### config.mk
export PLATFORM = sky130hd
export DESIGN_NAME = vme_roak_irq
export DESIGN_NICKNAME = d
export VERILOG_FILES = /design/src/rtl/vri_pkg.sv /design/src/rtl/vri_regs.sv /design/src/rtl/vri_merge.sv /design/src/rtl/vri_iack_fsm.sv /design/src/rtl/vri_irq_drive.sv /design/src/rtl/vme_roak_irq.sv
export SDC_FILE = /design/constraint.sdc
export NUM_CORES = 1
export LEC_CHECK = 0
export BUFFER_PORTS_ARGS = -buffer_cell sky130_fd_sc_hd__buf_4
export CELL_PAD_IN_SITES_DETAIL_PLACEMENT = 0
export CELL_PAD_IN_SITES_GLOBAL_PLACEMENT = 1
export CORE_ASPECT_RATIO = 0.8
export CORE_MARGIN = 2
export CORE_UTILIZATION = 36
export DETAILED_ROUTE_END_ITERATION = 10
export PLACE_DENSITY = 0.8
export SYNTH_ARGS = -nofsm -noshare
export SYNTH_HDL_FRONTEND = slang
export SYNTH_SLANG_ARGS = --single-unit
export TNS_END_PERCENT = 30
### constraint.sdc
create_clock -name clk -period 2 [get_ports clk]
set_clock_uncertainty 0.1 [all_clocks]
set_input_delay 0.2 -clock clk [delete_from_list [all_inputs] [get_ports clk]]
set_output_delay 0.2 -clock clk [all_outputs]
set_load 0.05 [all_outputs]
### src/rtl/vri_pkg.sv
package vri_pkg;
  typedef enum logic [1:0] {
    ST_IDLE = 2'd0,
    ST_PASS = 2'd1,
    ST_RESP = 2'd2,
    ST_DONE = 2'd3
  } ack_st_e;

  localparam logic [1:0] RA_PEND = 2'd0;
  localparam logic [1:0] RA_MASK = 2'd1;
  localparam logic [1:0] RA_LVL  = 2'd2;
  localparam logic [1:0] RA_STID = 2'd3;

  localparam int unsigned LVL_W   = 3;
  localparam int unsigned N_LINES = 7;
endpackage

### src/rtl/vri_regs.sv
module vri_regs
  import vri_pkg::*;
#(
  parameter int unsigned PW = 8,
  parameter int unsigned DW = 8
) (
  input  logic             clk,
  input  logic             rst_n,
  input  logic             wr,
  input  logic [1:0]       addr,
  input  logic [DW-1:0]    wdata,
  input  logic [PW-1:0]    pending,
  input  logic             idle,
  output logic [DW-1:0]    rdata,
  output logic [PW-1:0]    mask_eff,
  output logic [LVL_W-1:0] lvl_eff,
  output logic [DW-1:0]    stat_id
);
  logic [PW-1:0]    mask_q;
  logic [LVL_W-1:0] lvl_q;

  // Software-visible copies: updated on every write, pending address ignored.
  always_ff @(posedge clk) begin
    if (!rst_n) begin
      mask_q  <= '0;
      lvl_q   <= '0;
      stat_id <= '0;
    end else if (wr) begin
      unique case (addr)
        RA_MASK: mask_q  <= wdata[PW-1:0];
        RA_LVL:  lvl_q   <= wdata[LVL_W-1:0];
        RA_STID: stat_id <= wdata;
        default: ;
      endcase
    end
  end

  // Effective copies follow only while no acknowledge is in flight.
  always_ff @(posedge clk) begin
    if (!rst_n) begin
      mask_eff <= '0;
      lvl_eff  <= '0;
    end else if (idle) begin
      mask_eff <= mask_q;
      lvl_eff  <= lvl_q;
    end
  end

  always_comb begin
    rdata = '0;
    unique case (addr)
      RA_PEND: rdata[PW-1:0]    = pending;
      RA_MASK: rdata[PW-1:0]    = mask_q;
      RA_LVL:  rdata[LVL_W-1:0] = lvl_q;
      RA_STID: rdata            = stat_id;
      default: rdata            = '0;
    endcase
  end

  p_cfg_hold_r9: assert property (@(posedge clk) disable iff (!rst_n)
    !idle |=> ($stable(mask_eff) && $stable(lvl_eff)));
endmodule

### src/rtl/vri_merge.sv
module vri_merge #(
  parameter int unsigned SPM = 4,
  localparam int unsigned PW = 2 * SPM
) (
  input  logic           clk,
  input  logic           rst_n,
  input  logic [SPM-1:0] evt_a,
  input  logic [SPM-1:0] evt_b,
  input  logic [PW-1:0]  mask_eff,
  input  logic           ack_start,
  input  logic           ack_end,
  output logic [PW-1:0]  pending,
  output logic           req_any
);
  logic [PW-1:0] evt_all;
  logic [PW-1:0] snap;
  logic [PW-1:0] clr_vec;

  // Module B occupies the upper half of the pending vector.
  assign evt_all = {evt_b, evt_a};
  assign clr_vec = ack_end ? snap : '0;
  assign req_any = |(pending & mask_eff);

  always_ff @(posedge clk) begin
    if (!rst_n) snap <= '0;
    else if (ack_start) snap <= pending & mask_eff;
  end

  // A new event wins over a clear landing in the same cycle.
  always_ff @(posedge clk) begin
    if (!rst_n) pending <= '0;
    else pending <= (pending & ~clr_vec) | evt_all;
  end

  p_evt_sets_r2: assert property (@(posedge clk) disable iff (!rst_n)
    (|evt_all) |=> ((pending & $past(evt_all)) == $past(evt_all)));
endmodule

### src/rtl/vri_iack_fsm.sv
module vri_iack_fsm
  import vri_pkg::*;
#(
  parameter int unsigned DW = 8
) (
  input  logic             clk,
  input  logic             rst_n,
  input  logic             iack_n,
  input  logic             as_n,
  input  logic             ds_n,
  input  logic             iackin_n,
  input  logic [LVL_W-1:0] ack_lvl,
  input  logic [LVL_W-1:0] lvl_eff,
  input  logic             req_any,
  input  logic [DW-1:0]    stat_id,
  output logic             ack_start,
  output logic             ack_end,
  output logic             idle,
  output logic             responding,
  output logic             iackout_n,
  output logic             dtack_n,
  output logic [DW-1:0]    id_data,
  output logic             id_oe
);
  ack_st_e st_q, st_d;
  logic    grant;
  logic    ours;

  assign grant = !iack_n && !as_n && !ds_n && !iackin_n;
  assign ours  = req_any && (lvl_eff != '0) && (ack_lvl == lvl_eff);

  assign ack_start  = (st_q == ST_IDLE) && grant && ours;
  assign ack_end    = (st_q == ST_RESP) && ds_n;
  assign idle       = (st_q == ST_IDLE);
  assign responding = (st_q == ST_RESP);

  always_comb begin
    st_d = st_q;
    unique case (st_q)
      ST_IDLE: if (grant) st_d = ours ? ST_RESP : ST_PASS;
      ST_PASS: if (as_n) st_d = ST_IDLE;
      ST_RESP: if (ds_n) st_d = ST_DONE;
      ST_DONE: if (as_n) st_d = ST_IDLE;
      default: st_d = ST_IDLE;
    endcase
  end

  always_ff @(posedge clk) begin
    if (!rst_n) st_q <= ST_IDLE;
    else st_q <= st_d;
  end

  always_ff @(posedge clk) begin
    if (!rst_n) id_data <= '0;
    else if (ack_start) id_data <= stat_id;
  end

  assign dtack_n   = (st_q != ST_RESP);
  assign id_oe     = (st_q == ST_RESP);
  assign iackout_n = (st_q != ST_PASS);

  p_excl_r5: assert property (@(posedge clk) disable iff (!rst_n)
    !(!dtack_n && !iackout_n));
  p_dtack_hold_r5: assert property (@(posedge clk) disable iff (!rst_n)
    (!dtack_n && !ds_n) |=> !dtack_n);
  p_pass_hold_r6: assert property (@(posedge clk) disable iff (!rst_n)
    (!iackout_n && !as_n) |=> !iackout_n);
  p_pass_release_r6: assert property (@(posedge clk) disable iff (!rst_n)
    (!iackout_n && as_n) |=> iackout_n);
endmodule

### src/rtl/vri_irq_drive.sv
module vri_irq_drive
  import vri_pkg::*;
(
  input  logic               clk,
  input  logic               rst_n,
  input  logic               req_any,
  input  logic               responding,
  input  logic [LVL_W-1:0]   lvl_eff,
  output logic [N_LINES-1:0] irq_n
);
  logic active;
  assign active = req_any && !responding;

  for (genvar k = 0; k < N_LINES; k++) begin : g_line
    assign irq_n[k] = !(active && (lvl_eff == LVL_W'(k + 1)));
  end

  p_one_line_r3: assert property (@(posedge clk) disable iff (!rst_n)
    $countones(~irq_n) <= 1);
endmodule

### src/rtl/vme_roak_irq.sv
module vme_roak_irq
  import vri_pkg::*;
#(
  parameter int unsigned SRC_PER_MOD = 4,
  parameter int unsigned DW          = 8
) (
  input  logic                   clk,
  input  logic                   rst_n,
  input  logic [SRC_PER_MOD-1:0] mod_a_evt,
  input  logic [SRC_PER_MOD-1:0] mod_b_evt,
  input  logic                   reg_wr,
  input  logic [1:0]             reg_addr,
  input  logic [DW-1:0]          reg_wdata,
  output logic [DW-1:0]          reg_rdata,
  input  logic                   iack_n,
  input  logic                   as_n,
  input  logic                   ds_n,
  input  logic                   iackin_n,
  input  logic [2:0]             ack_lvl,
  output logic                   iackout_n,
  output logic                   dtack_n,
  output logic [DW-1:0]          id_data,
  output logic                   id_oe,
  output logic [6:0]             irq_n
);
  localparam int unsigned PW = 2 * SRC_PER_MOD;

  logic [PW-1:0]    pending;
  logic [PW-1:0]    mask_eff;
  logic [LVL_W-1:0] lvl_eff;
  logic [DW-1:0]    stat_id;
  logic             req_any, ack_start, ack_end, idle, responding;

  initial begin
    if (PW > DW) $error("pending vector wider than register data");
  end

  vri_regs #(.PW(PW), .DW(DW)) u_regs (
    .clk, .rst_n, .wr(reg_wr), .addr(reg_addr), .wdata(reg_wdata),
    .pending, .idle, .rdata(reg_rdata), .mask_eff, .lvl_eff, .stat_id
  );

  vri_merge #(.SPM(SRC_PER_MOD)) u_merge (
    .clk, .rst_n, .evt_a(mod_a_evt), .evt_b(mod_b_evt), .mask_eff,
    .ack_start, .ack_end, .pending, .req_any
  );

  vri_iack_fsm #(.DW(DW)) u_fsm (
    .clk, .rst_n, .iack_n, .as_n, .ds_n, .iackin_n, .ack_lvl, .lvl_eff,
    .req_any, .stat_id, .ack_start, .ack_end, .idle, .responding,
    .iackout_n, .dtack_n, .id_data, .id_oe
  );

  vri_irq_drive u_irq (
    .clk, .rst_n, .req_any, .responding, .lvl_eff, .irq_n
  );

  p_roak_drop_r7: assert property (@(posedge clk) disable iff (!rst_n)
    !dtack_n |-> (&irq_n));
endmodule

# Yosys cells after proc, flatten, opt, wreduce, memory -nomap -nowiden
# Cells that the tools add are included.
[totals]
reg_bits = 56
input_bits = 28
[classes]
n_eq_ne = 19
muxes = 8
n_bitwise = 4
n_reduce_logical = 37
[op_table]
columns = ["op", "count"]
rows = [
  ["bitwise AND 8 bit", 2],
  ["logical AND 1 bit", 16],
  ["case mux 5 bit (3 select lines)", 1],
  ["== test 3 bit (second input constant)", 4],
  ["zero test 1 bit", 12],
  ["case mux 3 bit (4 select lines)", 1],
  ["== test 2 bit (second input constant)", 4],
  ["2-to-1 mux 2 bit", 4],
  ["2-to-1 mux 8 bit", 1],
  ["NOT 8 bit", 1],
  ["bitwise OR 8 bit", 1],
  ["OR reduction 8 bit", 1],
  ["== test 3 x 2 -> 1 bit (second input constant)", 2],
  ["!= test 2 x 1 -> 1 bit (second input constant)", 3],
  ["case mux 2 bit (3 select lines)", 1],
  ["AND reduction 2 bit", 3],
  ["== test 2 x 1 -> 1 bit (second input constant)", 2],
  ["zero test 2 bit", 2],
  ["!= test 2 bit (second input constant)", 2],
  ["== test 3 x 1 -> 1 bit (second input constant)", 1],
  ["== test 3 bit", 1],
  ["AND reduction 3 bit", 1],
  ["nonzero test 3 bit", 1],
  ["OR reduction 2 bit", 1],
]

# Longest topological paths before layout
# Gate-level depths: netlist of run 1.
[depth]
word_depth = 7
ltp_mapped = 6
mapped_depth_nobuf = 4

# By module
# Synthesis of run 1 repeated with hierarchy kept, for this count alone.
[hier_totals]
hier_cells = 277
hier_area_um2 = 2612.5
[modules_own_cells]
columns = ["module", "instances", "cells_per_inst", "area_each_um2", "seq_area_each_um2"]
rows = [
  ["vri_regs", 1, 129, 1351.3, 600.6],
  ["vri_merge", 1, 72, 655.6, 320.3],
  ["vri_iack_fsm", 1, 64, 538.0, 200.2],
  ["vri_irq_drive", 1, 12, 67.6, 0.0],
]

# Worst setup path after synthesis of run 1
# OpenSTA, ideal clock, no wires.
[synth_path]
path_kind = "reg2out"
startpoint = "reg u_fsm.st_q[0]"
endpoint = "out irq_n[2]"
t_arrival_ns = 2.127
setup_slack_ns = -0.427
stages_incl_launch_ff = 5
n_path_buf = 0
cell_sequence = "dfxtp_1 > nand2b_1 > inv_1 > a211oi_1 > nand3b_1"
[synth_between]
elab_chain_cells = 5
[synth_lines]
columns = ["element", "line", "text"]
rows = [
  ["from (decl)", "vri_iack_fsm.sv:25", "ack_st_e st_q, st_d;"],
  ["from (signal assigned)", "vri_iack_fsm.sv:50", "else st_q <= st_d;"],
  ["== test 2 bit", "-", ""],
  ["named net id_oe", "vme_roak_irq.sv:23", "output logic id_oe,"],
  ["zero test 1 bit", "vri_irq_drive.sv:12", "assign active = req_any && !responding;"],
  ["logical AND 1 bit", "vri_irq_drive.sv:12", ""],
  ["logical AND 1 bit", "vri_irq_drive.sv:15", "assign irq_n[k] = !(active && (lvl_eff == LVL_W'(k + 1)));"],
  ["zero test 1 bit", "vri_irq_drive.sv:15", ""],
  ["to (decl)", "vme_roak_irq.sv:24", "output logic [6:0] irq_n"],
]
# The timed path passes the listed nets, and every way through them passes these cells.

# Worst setup path after layout of run 1
[layout_path]
startpoint = "reg u_merge.pending[2]"
endpoint = "out irq_n[1]"
[layout_between]
elab_chain_cells = 5
[layout_lines]
columns = ["element", "line", "text"]
rows = [
  ["from (decl)", "vri_merge.sv:12", "output logic [PW-1:0] pending,"],
  ["from (signal assigned)", "vri_merge.sv:32", "else pending <= (pending & ~clr_vec) | evt_all;"],
  ["bitwise AND 8 bit", "vri_merge.sv:22", "assign req_any = |(pending & mask_eff);"],
  ["OR reduction 8 bit", "vri_merge.sv:22", ""],
  ["logical AND 1 bit", "vri_irq_drive.sv:12", ""],
  ["logical AND 1 bit", "vri_irq_drive.sv:15", ""],
  ["zero test 1 bit", "vri_irq_drive.sv:15", ""],
]
# Every way passes these cells.

==> metrics.yaml, run 1 <==
power:
  vdd_drop_max_v: 0.0003214
  powerDensity_nw_per_um2: 651.8
  p_leak_nw: 1.226
  finalPower_mw: 2.143
clocking:
  htreeDepth: 2
  cts_tree: "done"
  clock_path_buffers: 2
  cts_buffers: 5
  clock-root-buffer: "clkbuf_8"
  clkSlewWorstSetupHoldPaths_ps: 100
  cts_sinks: 56
  clk_latency_ps: 300
logic_synthesis:
  synth_top_area_share: 0.4369
  synthMuxAreaShare: 0.1511
  yosysMostFrequentCell: "nand2_1"
  synthArstFlopShare: 0
  ys_ff_latch: 56
  synth_compound_area_frac: 0.1287
  synth-xor-area-share: 0.006826
  synth_top_family_by_area: "simple AND/OR/NAND/NOR gates"
  netlist_top_cells_count: "76 x nand2_1, 56 x dfxtp_1, 32 x mux2i_1"
  synth-simple-area-share: 0.2370
  syn_inst: 289
  yosysUniqueCellTypes: 31
  synth_edf_count: 0
  synth_fa_ha_area_frac: 0
  syn_area_um2: 2566
  synth-seq-area-share: 0.4369
  synthTopCellsByArea: "dfxtp_1 44%, mux2i_1 12%, nand2_1 11%"
  synth_nets: 317
  yosysTopAreaCell: "dfxtp_1"
  yosysWarningCount: 0
  synth-main-ff-cell: "dfxtp_1"
  avgSynthCellArea_um2: 8.880
critical_path:
  critPathKind: "reg -> out"
  worstPathArrival_ps: 1660
  crit_path_start_kind: "register"
  path_max_fanout: 4
  critical_path.endpoint_type: "output pin"
  worstPathRequired_ps: 1700
routing:
  drt-pass1-iter-count: 4
  drc: 0
  vias_per_cell: 4.889
  avgRoutedWirePerCell_um: 13.76
  vias: 2078
  antenna_left: 0
  drtIter0Drc: 112
  wl_um: 5848
finish:
  fin_nets: 365
  diodes: 0
  fin_area_um2: 3288
  final_layout_size_suffix_gt1_frac: 0.2574
  stdcell_count: 425
  syn2layout_area_growth_pct: 28.13
run_status:
  status: "finished, final reports clean"
floorplan:
  start_util: 0.3724
  pin_count: 54
  dieWidth_um: 98.40
  num_rows: 27
  fp.dieH_um: 79.52
  core_um2: 6892
  die_area_um2: 7824
timing:
  max_freq_ghz: 0.5090
  drv_slew: 0
  period_share: 0.9823
  min_period_ps: 1965
  worstMarginPinSlew_ps: 613.4
  rsz0062_at_grt: "true"
  worst_slack_ps: 35.44
  finalSetupViolations: 0
  slew_headroom: 0.5911
  fin_setup_tns_ps: 0
  hold_viol: 0
grt:
  grt_max_degree: 74
  grt_pass1_vias: 1883
  gr-total-overflow: 0
  grt_usage: 0.1530
  grt_pass1_wl_um: 9625
  antenna_found_initial: 0
place:
  placed_cells: 415
  gp_congestion: 0.7567
  io_buffers: 53
  pre_cts_slack_ps: 40.49
  dpl_cell_area_um2: 3085
  hpwl_um: 4128
worst_hold_path:
  hp-class: "in -> reg"
job:
  drv_cap: 0
## what timing repair did
item	CTS	global route
setup buffers	2	0
pin swaps	0	5
gates resized for setup	2	17
endpoints found under the setup margin	7	7
hold buffers	0	0
## cells in the final DEF, fill, tap and decap left out, types with 3 or more instances in the layout
| master | count |
|---|---|
| nand2_1 | 76 |
| buf_4 | 51 |
| dfxtp_1 | 51 |
| mux2i_1 | 32 |
| a21boi_0 | 19 |
| nor2b_1 | 19 |
| nand3_1 | 18 |
| a21oi_1 | 8 |
| o21ai_0 | 7 |
| nand3b_1 | 5 |
| clkbuf_8 | 5 |
| buf_6 | 5 |
| dfxtp_2 | 4 |
| mux4_2 | 3 |
| a221oi_4 | 3 |
## sequential cells by signal (all words and copies together), names as in the netlist
signal           cells
u_merge.snap         8
u_merge.pending      8
u_regs.lvl_q         3
u_regs.mask_q        8
u_regs.lvl_eff       3
u_fsm.st_q           2
u_fsm.id_data        8
u_regs.mask_eff      8
u_regs.stat_id       8
## critical path, stage by stage (launching register included)
cell	delay (ps)
dfxtp_2	350
a22o_1	250
a221oi_4	340
a211oi_4	130
nand3b_1	130
buf_6	170
## cell families after synthesis
group,count (synthesis)
and+or+nand+nor,130
DFF,56
AOI/OAI and AO/OA,45
muxes,35
buffers and inverters,21
xor gates and xnor gates,2
## per-layer routing
metal / GRT usage / routed length (µm) / up-vias
li1: - / - / 1082
met1: 0.2307 / 3125 / 960
met2: 0.2197 / 2452 / 34
met3: 0.03678 / 240 / 2
met4: 0.03288 / 30 / 0
met5: 0 / 0 / -
## per-stage QoR
| stage | util | hold WS (ps) |
|---|---|---|
| final | 0.4771 | 27.68 |
| after global routing | 0.4771 | 24.86 |
| after CTS | 0.4688 | 18.50 |
| after detailed placement | 0.4477 | 332.4 |
| after global placement | 0.4477 | 328.8 |
| after floorplan | - | 238.5 |
## report_power, final
part	total, mW	internal, mW	switching [mW]
clock network	0.719	0.372	0.347
logic	0.244	0.111	0.133
registers	1.18	1.14	0.0356
total	2.14	1.63	0.515
## area by class of cell
type,count,area [µm²]
Clock buffer,6,72.57
Clock inverter,2,35.03
Fill cell,679,3603
Inverter,2,11.26
Multi-Input combinational cell,212,1421
Sequential cell,56,1130
Tap cell,87,108.9
Timing Repair Buffer,60,509.2
## worst paths after layout
path	start	end	slack (ps)	cells after the start
worst max-delay path	u_merge.pending[2]	irq_n[1]	40	5
worst min-delay path	mod_b_evt[2]	u_merge.pending[6]	30	3
worst max register to register	u_regs.lvl_eff[1]	u_merge.snap[2]	130	5
worst min register to register	u_fsm.id_data[1]	u_fsm.id_data[1]	360	2
Power figures use the tool's default switching activity.
==> inputs of run 2 (changes only) <==
--- a/config.mk
+++ b/config.mk
@@ -10,9 +10,9 @@
 export CELL_PAD_IN_SITES_GLOBAL_PLACEMENT = 1
 export CORE_ASPECT_RATIO = 0.8
 export CORE_MARGIN = 2
-export CORE_UTILIZATION = 36
+export CORE_UTILIZATION = 43
 export DETAILED_ROUTE_END_ITERATION = 10
-export PLACE_DENSITY = 0.8
+export PLACE_DENSITY = 0.89
 export SYNTH_ARGS = -nofsm -noshare
 export SYNTH_HDL_FRONTEND = slang
 export SYNTH_SLANG_ARGS = --single-unit
==> constraint.sdc (replaced) <==
create_clock -name clk -period 2.5 [get_ports clk]
set_clock_uncertainty 0.1 [all_clocks]
set_input_delay 0.25 -clock clk [delete_from_list [all_inputs] [get_ports clk]]
set_output_delay 0.25 -clock clk [all_outputs]
set_load 0.05 [all_outputs]
==> metrics.yaml, run 2 (synthesis gave the netlist of run 1 again) <==
run_status:
  status: "finished, final reports clean"
critical_path:
  path_max_fanout: 4  # unchanged
  endpoint: "irq_n[5]"
  rrSetupSlack_ps: 300  # +170 ps
  critPathKind: "reg -> out"
  critical_path.endpoint_type: "output pin"
  r2r_start: "u_regs.lvl_eff[2]"
  crit_path_start: "u_merge.pending[0]"
  reg2reg_depth: 5  # unchanged
  worstPathRequired_ps: 2150  # +450 ps
  r2r-end: "u_fsm.id_data[7]"
  crit_path_start_kind: "register"
  worstPathArrival_ps: 1930  # +270 ps
timing:
  slew_headroom: 0.5831  # -0.007993
  drv_slew: 0  # unchanged
  fin_setup_tns_ps: 0  # unchanged
  finalSetupViolations: 0  # unchanged
  hold_viol: 0  # unchanged
  max_freq_ghz: 0.4395
  period_share: 0.9102
  worstMarginPinSlew_ps: 625.4  # +11.99 ps
  rsz0062_at_grt: "false"
  min_period_ps: 2276
grt:
  grt_usage: 0.1772  # +0.02423
  grt_pass1_vias: 1931  # +2.5%
  antenna_found_initial: 0  # unchanged
  grt_max_degree: 74  # unchanged
  grt_pass1_wl_um: 9384  # -2.5%
  gr-total-overflow: 0  # unchanged
place:
  gp_congestion: 0.7891  # +4.3%
  hpwl_um: 3887  # -5.8%
  io_buffers: 53  # unchanged
finish:
  final_cell_mix: "76 x nand2_1, 58 x buf_4, 56 x dfxtp_1"
  final_layout_size_suffix_gt1_frac: 0.2173  # -0.04013
  syn2layout_area_growth_pct: 21.65
  layout_commonest_cell: "nand2_1"
  fin_nets: 363  # -0.55%
  diodes: 0  # unchanged
floorplan:
  dieWidth_um: 90.37  # -8.2%
  num_rows: 25  # -7.4%
  start_util: 0.4387  # +0.06635
  pin_count: 54  # unchanged
  core_um2: 5849  # -15%
  die_area_um2: 6606  # -16%
  fp.dieH_um: 73.10  # -8.1%
routing:
  drc: 0  # unchanged
  vias: 2116  # +1.8%
  antenna_left: 0  # unchanged
  drtIter0Drc: 126  # +13%
  vias_per_cell: 5.074  # +3.8%
  avgRoutedWirePerCell_um: 13.53  # -1.7%
  drt-pass1-iter-count: 4  # unchanged
  wl_um: 5642  # -3.5%
clocking:
  cts_sinks: 56  # unchanged
  clock-root-buffer: "clkbuf_8"
  htreeDepth: 2  # unchanged
  clkSlewWorstSetupHoldPaths_ps: 100  # about the same
  clock_path_buffers: 2  # unchanged
  cts_buffers: 5  # unchanged
  clk_latency_ps: 310  # about the same
  cts_tree: "done"
worst_hold_path:
  hold_path_depth: 3  # unchanged
  hp-class: "in -> reg"
job:
  drv_cap: 0  # unchanged
power:
  finalPower_mw: 1.710  # -20%
  p_leak_nw: 1.192  # -2.8%
  powerDensity_nw_per_um2: 547.6  # -16%
  vdd_drop_max_v: 0.0003015  # -6.2%
## run 2: how the worst min path moves through the flow
| stage | slack [ps] | to | startpoint |
|---|---|---|---|
| finish | 70 | u_merge.pending[2] | mod_a_evt[2] |
| global route | 50 | u_merge.pending[0] | mod_a_evt[0] |
| CTS | 60 | u_merge.pending[7] | mod_b_evt[3] |
| detailed placement | 350 | u_merge.snap[3] | u_merge.snap[3] |
| global placement | 340 | u_merge.snap[4] | u_merge.snap[4] |
| floorplan | 290 | u_merge.pending[0] | mod_a_evt[0] |
## run 2: final cells by class
class                           instances  area (µm²)
Sequential cell                        56        1121
Inverter                                2       7.507
Timing Repair Buffer                   58       435.4
Clock buffer                            6       72.57
Clock inverter                          2       35.03
Multi-Input combinational cell        212        1349
Tap cell                               81       101.3
Fill cell                             588        2728
## run 2: routing by layer
layer,vias up,part of all wire,global-route usage
met4,0,0.0078,0.06154
li1,1079,-,-
met3,5,0.060,0.03822
met1,975,0.51,0.2550
met5,-,0,0
met2,57,0.42,0.2648
## run 2: stage by stage
stage            util  hold WS (ps)  worst slack [ps]  cell area (µm²)  instances
2_1_floorplan       -         288.5             23.26             2566        289
3_3_place_gp   0.5144         343.2             414.4             3009        409
3_5_place_dp   0.5144         347.6             338.2             3009        409
4_1_cts        0.5328         64.53             109.0             3117        417
5_1_grt        0.5337         52.71             79.63             3122        417
6_report       0.5337         65.17             224.4             3122        417
## run 2: power breakdown
part / leakage [nW] / internal, mW / total, mW / switching [mW]
Combinational: 0.681 / 0.0830 / 0.186 / 0.103
Clock: 0.0552 / 0.298 / 0.583 / 0.285
Sequential: 0.455 / 0.915 / 0.941 / 0.0253
Total: 1.19 / 1.30 / 1.71 / 0.413
## run 2: repair_timing
item	4_1_cts	5_1_grt
resized for setup	0	1
setup endpoints to repair	0	4
hold buffers	0	0
buffers inserted	0	0
## run 2: worst max-delay path, stage by stage, from the launching register on
cell and delay, ps:
dfxtp_1 410, a22o_1 220, a221oi_1 70, buf_4 170, a211oi_1 400, nand3_1 130, buf_4 210
==> inputs of run 3 (changes only) <==
--- a/config.mk
+++ b/config.mk
@@ -12,7 +12,7 @@
 export CORE_MARGIN = 2
 export CORE_UTILIZATION = 43
 export DETAILED_ROUTE_END_ITERATION = 10
-export PLACE_DENSITY = 0.89
+export PLACE_DENSITY = 0.83
 export SYNTH_ARGS = -nofsm -noshare
 export SYNTH_HDL_FRONTEND = slang
 export SYNTH_SLANG_ARGS = --single-unit
==> metrics.yaml, run 3 (synthesis gave the netlist of run 1 again) <==
routing:
  met2_length_um: 2487  # +4.1%
  drc: 0  # unchanged
  wl_met1_um: 3121  # +8.8%
  drtIter0Drc: 104  # -17%
  drt-pass1-iter-count: 4  # unchanged
  vias_per_cell: 5.038  # -0.71%
  routed.top_layer: "met4"
  vias: 2101  # -0.71%
  wl_um: 5918  # +4.9%
  met3_length_um: 284  # -16%
  antenna_left: 0  # unchanged
  avgRoutedWirePerCell_um: 14.19  # +4.9%
clocking:
  clock_path_buffers: 2  # unchanged
  clock-root-buffer: "clkbuf_8"
  cts_buffers: 5  # unchanged
  cts_sinks: 56  # unchanged
  ctsHoldBuffers: 0  # unchanged
  htreeDepth: 2  # unchanged
  ctsResizeCount: 0  # unchanged
  clkSlewWorstSetupHoldPaths_ps: 90  # about the same
  cts_tree: "done"
  clk_latency_ps: 310  # about the same
  postCtsSetupBuffers: 0  # unchanged
critical_path:
  critPathKind: "reg -> out"
  path_max_fanout: 4  # unchanged
  critical_path.endpoint_type: "output pin"
  path_delay_family: "compound AO/OA/AOI/OAI gates"
  worstPathRequired_ps: 2150  # about the same
  path_buf_inv: 2  # unchanged
  worstPathArrival_ps: 1900  # -30 ps
  rrSetupSlack_ps: 340  # +40 ps
  crit_top_cell: "buf_4"
  cpMaxStageDelayCell: "dfxtp_1"
  slowest_delay_ps: 430  # +20 ps
  crit_path_start_kind: "register"
  crit_path_cell_trace: "a22o_1, a221oi_1, buf_4, a211oi_1, nand3b_1, buf_4"
worst_hold_path:
  hp-class: "in -> reg"
power:
  clockPowerShare: 0.309  # -0.032
  vdd_drop_max_v: 0.0002901  # -3.8%
  p_sw_mw: 0.4148  # +0.34%
  p_leak_nw: 1.191  # about the same
  p_int_mw: 1.220  # -5.9%
  swShare: 0.2537  # +0.01190
  powerDensity_nw_per_um2: 526.1  # -3.9%
  comb_power_share: 0.115  # +0.006
  power_frac_seq: 0.576  # +0.026
floorplan:
  die_area_um2: 6606  # unchanged
  start_util: 0.4387  # unchanged
  core_um2: 5849  # unchanged
  num_rows: 25  # unchanged
  dieWidth_um: 90.37  # unchanged
  fp.dieH_um: 73.10  # unchanged
  pin_count: 54  # unchanged
finish:
  fin_area_um2: 3108  # -0.44%
  layout_commonest_cell: "nand2_1"
  diodes: 0  # unchanged
  syn2layout_area_growth_pct: 21.11
  fin_nets: 363  # unchanged
  final_layout_size_suffix_gt1_frac: 0.2202  # +0.002976
  nFillCells: 572  # -2.7%
  final_cell_mix: "76 x nand2_1, 58 x buf_4, 56 x dfxtp_1"
timing:
  min_period_ps: 2253  # -22.16 ps
  rsz0062_at_grt: "false"
  fin_setup_tns_ps: 0  # unchanged
  period_share: 0.9014  # -0.008862
  worstMarginPinSlew_ps: 638.0  # +12.57 ps
  drv_slew: 0  # unchanged
  max_freq_ghz: 0.4438  # +0.98%
  worst_slack_ps: 246.6  # +22.16 ps
  slew_headroom: 0.5747  # -0.008378
  finalSetupViolations: 0  # unchanged
  hold_viol: 0  # unchanged
job:
  drv_cap: 0  # unchanged
place:
  gp_congestion: 0.7566  # -4.1%
  hpwl_um: 4137  # +6.4%
  dpl_cell_area_um2: 3009  # unchanged
  pre_cts_slack_ps: 351.9  # +13.73 ps
  io_buffers: 53  # unchanged
grt:
  grt_pass1_vias: 1916  # -0.78%
  grt_max_degree: 74  # unchanged
  grt_pass1_wl_um: 9591  # +2.2%
  gr-total-overflow: 0  # unchanged
  grt_usage: 0.1822  # +0.004940
  antenna_found_initial: 0  # unchanged
run_status:
  status: "finished, final reports clean"
==> run 3: worst paths after layout <==
| check | cells after the start | to | start |
|---|---|---|---|
| worst max-delay path | 6 | irq_n[2] | u_merge.pending[2] |
| worst min-delay path | 3 | u_merge.pending[1] | mod_a_evt[1] |
| worst max register to register | 5 | u_fsm.id_data[5] | u_regs.lvl_eff[1] |
| worst min register to register | 2 | u_merge.snap[0] | u_merge.snap[0] |
==> run 3: layout make-up <==
| type | count | area (µm²) | area share |
|---|---|---|---|
| clock inverter | 2 | 10.01 | 0.003221 |
| multi-input combinational | 212 | 1350 | 0.4344 |
| timing repair buffer | 58 | 435.4 | 0.1401 |
| clock buffer | 6 | 82.58 | 0.02657 |
| tap | 81 | 101.3 | 0.03261 |
| inverter | 2 | 7.507 | 0.002415 |
| sequential | 56 | 1121 | 0.3607 |
==> run 3: power by group through the flow <==
stage | logic, mW | registers (mW) | clock network, mW
3_5_place_dp | 0.188 | 0.961 | 0
3_3_place_gp | 0.186 | 0.960 | 0
5_1_grt | 0.203 | 0.946 | 0.557
2_1_floorplan | 0.121 | 0.951 | 0
4_1_cts | 0.188 | 0.941 | 0.524
6_report | 0.187 | 0.942 | 0.506
==> run 3: per-layer routing <==
layer / track usage / vias up
met4: 0.03590 / 0
met1: 0.2694 / 976
li1: - / 1073
met5: 0 / -
met3: 0.03719 / 4
met2: 0.2782 / 48
==> run 3: worst min-delay path, cell delays in order <==
cell and delay, ps:
buf_4 80, a21oi_1 30, nor2b_1 90
==> run 3: through the flow <==
stage | std cells | hold slack, ps | utilization | power, mW
floorplan | 289 | 288.5 | - | 1.072
global placement | 409 | 342.3 | 0.5144 | 1.147
detailed placement | 409 | 347.8 | 0.5144 | 1.149
CTS | 417 | 65.01 | 0.5303 | 1.652
global route | 417 | 71.26 | 0.5313 | 1.706
finish | 417 | 72.28 | 0.5313 | 1.635
